## config.mk

```make
export PLATFORM = sky130hd
export DESIGN_NAME = strobed_in_port
export DESIGN_NICKNAME = d
export VERILOG_FILES = /design/src/rtl/sip_pkg.sv /design/src/rtl/sip_sync.sv /design/src/rtl/sip_ien.sv /design/src/rtl/sip_latch.sv /design/src/rtl/sip_fsm.sv /design/src/rtl/strobed_in_port.sv
export SDC_FILE = /design/constraint.sdc
export NUM_CORES = 1
export LEC_CHECK = 0
export CORE_MARGIN = 2
export CORE_UTILIZATION = 47
export DETAILED_ROUTE_END_ITERATION = 7
export PLACE_DENSITY = 0.77
export SLEW_MARGIN = 20
export SYNTH_ARGS = -nofsm -noshare
export SYNTH_HDL_FRONTEND = slang
export SYNTH_HIERARCHICAL = 1
export SYNTH_SLANG_ARGS = --single-unit
```

## constraint.sdc

```tcl
create_clock -name clk -period 1.3 [get_ports clk]
set_input_delay 0.26 -clock clk [delete_from_list [all_inputs] [get_ports clk]]
set_output_delay 0.26 -clock clk [all_outputs]
set_load 0.01 [all_outputs]
```

## src/rtl/sip_pkg.sv

```systemverilog
package sip_pkg;
    typedef enum logic [1:0] {
        HS_EMPTY  = 2'd0,
        HS_STROBE = 2'd1,
        HS_FULL   = 2'd2,
        HS_READ   = 2'd3
    } hs_state_t;

    localparam int CMD_MODE_BIT = 7;
endpackage

```

## src/rtl/sip_sync.sv

```systemverilog
module sip_sync #(
    parameter int          W       = 1,
    parameter int          STAGES  = 2,
    parameter logic [W-1:0] RST_VAL = '0
) (
    input  logic         clk,
    input  logic         rst_n,
    input  logic [W-1:0] d,
    output logic [W-1:0] q
);
    logic [W-1:0] stg [STAGES];

    always_ff @(posedge clk) begin
        if (!rst_n) stg[0] <= RST_VAL;
        else        stg[0] <= d;
    end

    for (genvar i = 1; i < STAGES; i++) begin : g_stage
        always_ff @(posedge clk) begin
            if (!rst_n) stg[i] <= RST_VAL;
            else        stg[i] <= stg[i-1];
        end
    end

    assign q = stg[STAGES-1];
endmodule

```

## src/rtl/sip_ien.sv

```systemverilog
module sip_ien #(
    parameter int DW      = 8,
    parameter int IEN_BIT = 4
) (
    input  logic          clk,
    input  logic          rst_n,
    input  logic          cmd_wr,
    input  logic [DW-1:0] cmd_d,
    output logic          ien_nx,
    output logic          ien_q
);
    localparam logic [2:0] SEL = 3'(IEN_BIT);

    logic hit;

    assign hit    = cmd_wr && !cmd_d[sip_pkg::CMD_MODE_BIT] && (cmd_d[3:1] == SEL);
    assign ien_nx = hit ? cmd_d[0] : ien_q;

    always_ff @(posedge clk) begin
        if (!rst_n) ien_q <= 1'b0;
        else        ien_q <= ien_nx;
    end
endmodule

```

## src/rtl/sip_latch.sv

```systemverilog
module sip_latch #(
    parameter int DW = 8
) (
    input  logic          clk,
    input  logic          rst_n,
    input  logic          cap,
    input  logic [DW-1:0] d,
    output logic [DW-1:0] q
);
    always_ff @(posedge clk) begin
        if (!rst_n)   q <= '0;
        else if (cap) q <= d;
    end
endmodule

```

## src/rtl/sip_fsm.sv

```systemverilog
module sip_fsm
    import sip_pkg::*;
(
    input  logic      clk,
    input  logic      rst_n,
    input  logic      stb_fall,
    input  logic      stb_rise,
    input  logic      rd_fall,
    input  logic      rd_rise,
    input  logic      ien_nx,
    output hs_state_t state_q,
    output logic      ibf,
    output logic      intr
);
    hs_state_t state_nx;

    always_comb begin
        state_nx = state_q;
        unique case (state_q)
            HS_EMPTY:  if (stb_fall) state_nx = HS_STROBE;
            HS_STROBE: if (stb_rise) state_nx = HS_FULL;
            HS_FULL: begin
                if (stb_fall)     state_nx = HS_STROBE;
                else if (rd_fall) state_nx = HS_READ;
            end
            HS_READ: begin
                if (stb_fall)     state_nx = HS_STROBE;
                else if (rd_rise) state_nx = HS_EMPTY;
            end
            default: state_nx = HS_EMPTY;
        endcase
    end

    always_ff @(posedge clk) begin
        if (!rst_n) state_q <= HS_EMPTY;
        else        state_q <= state_nx;
    end

    always_ff @(posedge clk) begin
        if (!rst_n) begin
            ibf  <= 1'b0;
            intr <= 1'b0;
        end else begin
            ibf  <= (state_nx != HS_EMPTY);
            intr <= (state_nx == HS_FULL) && ien_nx;
        end
    end
endmodule

```

## src/rtl/strobed_in_port.sv

```systemverilog
module strobed_in_port
    import sip_pkg::*;
#(
    parameter int DW          = 8,
    parameter int SYNC_STAGES = 2,
    parameter int IEN_BIT     = 4
) (
    input  logic          clk,
    input  logic          rst_n,
    input  logic          stb_n,
    input  logic [DW-1:0] pin_d,
    output logic          ibf,
    output logic          intr,
    input  logic          cs_n,
    input  logic          rd_n,
    output logic [DW-1:0] host_q,
    input  logic          cmd_wr,
    input  logic [DW-1:0] cmd_d
);
    logic          rd_act;
    logic [1:0]    ctl_s;
    logic          stb_s, rd_s, stb_prev, rd_prev;
    logic          stb_fall, stb_rise, rd_fall, rd_rise;
    logic [DW-1:0] d_sync, latch_q;
    logic          ien_nx, ien_q;
    hs_state_t     state_q;

    assign rd_act = !cs_n && !rd_n;

    sip_sync #(.W(2), .STAGES(SYNC_STAGES), .RST_VAL(2'b10)) u_ctl_sync (
        .clk(clk), .rst_n(rst_n), .d({stb_n, rd_act}), .q(ctl_s)
    );

    sip_sync #(.W(DW), .STAGES(SYNC_STAGES), .RST_VAL('0)) u_dat_sync (
        .clk(clk), .rst_n(rst_n), .d(pin_d), .q(d_sync)
    );

    assign stb_s = ctl_s[1];
    assign rd_s  = ctl_s[0];

    always_ff @(posedge clk) begin
        if (!rst_n) begin
            stb_prev <= 1'b1;
            rd_prev  <= 1'b0;
        end else begin
            stb_prev <= stb_s;
            rd_prev  <= rd_s;
        end
    end

    assign stb_fall = stb_prev && !stb_s;
    assign stb_rise = !stb_prev && stb_s;
    assign rd_fall  = !rd_prev && rd_s;
    assign rd_rise  = rd_prev && !rd_s;

    sip_latch #(.DW(DW)) u_latch (
        .clk(clk), .rst_n(rst_n), .cap(stb_fall), .d(d_sync), .q(latch_q)
    );

    sip_ien #(.DW(DW), .IEN_BIT(IEN_BIT)) u_ien (
        .clk(clk), .rst_n(rst_n), .cmd_wr(cmd_wr), .cmd_d(cmd_d),
        .ien_nx(ien_nx), .ien_q(ien_q)
    );

    sip_fsm u_fsm (
        .clk(clk), .rst_n(rst_n),
        .stb_fall(stb_fall), .stb_rise(stb_rise),
        .rd_fall(rd_fall), .rd_rise(rd_rise),
        .ien_nx(ien_nx), .state_q(state_q),
        .ibf(ibf), .intr(intr)
    );

    assign host_q = rd_act ? latch_q : '0;
endmodule

```

==> results by group, run 1 <==
Floorplan
  – Die Ht: about 57 um
  – Die ar.: between 0.003 and 0.004 sq mm
  – Die X-Extent: 56.6 um
  – Num ports: 32
  – Initial core utilization: about half
  – Core Box Area: 0.00269 sq mm
  – FP Rows: 19

Power
  – Leak: approximately 0.7 nW
  – Tot Pwr: between 2 and 2.5 mW
  – Worst vdd ir: around 1.1 mV
  – PwrDens: 1300 mW/mm^2

STA
  – Slew HR: ~83%
  – Pins Over Slew Limit: 0
  – Final hold vios: 0
  – Unrepaired setup endpoints after global routing: yes
  – Fin Hold WS: 423 ps
  – Setup violations, final: 0
  – Clk_skew: around 12 ps
  – Tmin final: approximately 1300 ps
  – Worst Tran Pin Value: 259 ps
  – Final period util: between 90% and 100%
  – Setup TNS: 0 ps
  – Fin worst setup slack: 21.3 ps
  – FMAX: about 800 MHz

Synthesis
  – Mapped cell area: approximately 0.0013 sq mm
  – Yosys reg bits: 35
  – Unique cell type count in the Yosys netlist: 19
  – Synth Net Count: 130
  – Top cells by area, synth: dfxtp_1, nor3b_2, and2_2
  – Number of flops mapped to enable cells by yosys: 0
  – Synth Warn #: 6
  – Main synth FF type: dfxtp_1
  – Sequential area share after synthesis: 53.8%
  – Mean post-synth cell area: approximately 12 sq um
  – Top cells by count, synth: dfxtp_1, and2_2, nor2b_1
  – Count leader, synth: dfxtp_1
  – Area share of the largest cell type after synthesis: roughly 54%
  – Ys async rst share: 0%
  – Most area-hungry cell type in the Yosys netlist: dfxtp_1
  – Post-Synthesis Cells: approximately 110

Hold path
  – HP Class: flop to flop

Global route
  – Total gr overflow: 0
  – Global-route wire length before repair: around 3600 um
  – Antenna violations before repair: 0
  – Vias in the first global route: ~840
  – Largest net degree at the start of global routing: 37
  – All-Layer GR Usage: approximately 16%

Status
  – Status: finished, final reports clean

Detailed routing
  – Vias/cell: ~4.9
  – DR pass1 iterations: 3
  – Initial drt markers: 6
  – Wire length per cell: around 12 um
  – DRC Markers: 0
  – Via Count: 855
  – Antenna Nets Post-Route: 0
  – Drt total wl: 2120 um

Setup path
  – FF-to-FF setup slack: ~100 ps
  – Crit-path max FO: 9
  – Kind of critical path: primary input to output pin
  – Startpoint types: primary input
  – Crit end category: output pin
  – Critical Path RT: approximately 1000 ps
  – Worst EP arrival: ~1000 ps

Clock tree
  – Root Buffer Master: clkbuf_4
  – # clock sinks: 35
  – CTS Buf Count: 5
  – Clock transition at the registers of the reported paths: roughly 90 ps
  – Post-CTS setup buffer count: 0
  – H-Tree Depth: 2
  – CTS tree: yes
  – Clock buffer depth: 2
  – CTS Hold Bufs: 0
  – Clock Latency Late Sink: 340 ps

Finish
  – Non-Filler Instances: 176
  – Cell area after layout: 0.00173 sq mm
  – P&R area growth vs syn: 32.8%
  – Antenna cell count: 0
  – Nets: 166
  – Finished Core Util: between 60% and 70%
  – Share of layout cells above drive strength 1: 36.6%

Placed design
  – DP HPWL: approximately 1500 um
  – Post-place setup slack: -624 ps
  – RD Place Congestion: ~0.8
  – Inst Count DP: about 170
  – Port Buffers: 28
  – Placed Area: around 0.0017 sq mm

Flow run
  – Number of max-cap violations: 0
## worst paths after layout
check,depth (start not counted),endpoint,start
min reg2reg,1,u_ctl_sync/stg[1][1],u_ctl_sync/stg[0][1]
max,4,host_q[4],rd_n
min,1,u_ctl_sync/stg[1][1],u_ctl_sync/stg[0][1]
max reg2reg,4,u_fsm/ibf,rd_prev
## power by group
part           internal [mW]  total, mW  switching (mW)
clock network          0.600      0.950           0.350
registers               1.11       1.12          0.0114
logic                  0.108      0.171          0.0630
total                   1.82       2.24           0.424
## critical path, stage by stage
cell	delay, ps
dlygate4sd2_1	270
buf_12	160
nor3b_2	180
buf_2	150
## state kept, by name, summed over array words and instances (netlist names)
register / flops
rd_prev: 1
u_latch/q: 8
u_ien/ien_q: 1
u_ctl_sync/stg: 4
u_fsm/ibf: 1
u_dat_sync/stg: 16
u_fsm/state_q: 2
u_fsm/intr: 1
stb_prev: 1
## placed cells by master (no fill, tap or decap)
cell / n
nand2_1: 5
nor4_4: 1
dfxtp_2: 6
buf_2: 8
buf_4: 2
clkbuf_4: 5
a211oi_2: 1
dlygate4sd2_1: 4
and2_1: 8
mux2i_1: 9
nor2_1: 1
nor3_1: 1
nor3b_2: 7
o31a_1: 1
and3b_4: 1
clkdlybuf4s50_1: 16
nor2b_1: 12
dfxtp_1: 29
nand2b_1: 3
nor3b_4: 1
bufinv_16: 2
a311oi_2: 1
nor2b_2: 2
buf_12: 3
and2_2: 13
clkbuf_1: 1
a21oi_1: 1
mux2_1: 1
## cells by family after synthesis
family	count (synthesis)	synth area share (%)
flip-flops	35	53.8
AND/OR/NAND/NOR	55	32.1
AO/OA/AOI/OAI	4	2.79
multiplexers	10	7.79
buffers and inverters	4	3.46
## layer usage
metal  track usage (%)  share of wire (%)  vias up
met1              15.5                 39      405
li1                  -                  -      429
met3              7.37                5.7        4
met4              6.12                1.4        0
met2              27.4                 54       17
met5                 0                  0        -
## layout make-up
type | instances | area [sq um]
repair buffers | 33 | 310
clock buffers | 6 | 41.3
clock inverters | 2 | 60.1
well taps | 31 | 38.8
flip-flops and latches | 35 | 708
fillers | 229 | 958
multi-input cells | 69 | 569
## repair_timing
| item | 4_1_cts | 5_1_grt |
|---|---|---|
| setup endpoints to repair | 10 | 10 |
| hold endpoints to repair | 0 | 0 |
| resized for setup | 36 | 9 |
Power figures use the tool's default switching activity.
==> run 2, diff against run 1 <==
HOLD_SLACK_MARGIN = 0.06   (was unset)
==> results of run 2 <==
No change in the layout: final DEF, timing and power equal those of run 1.
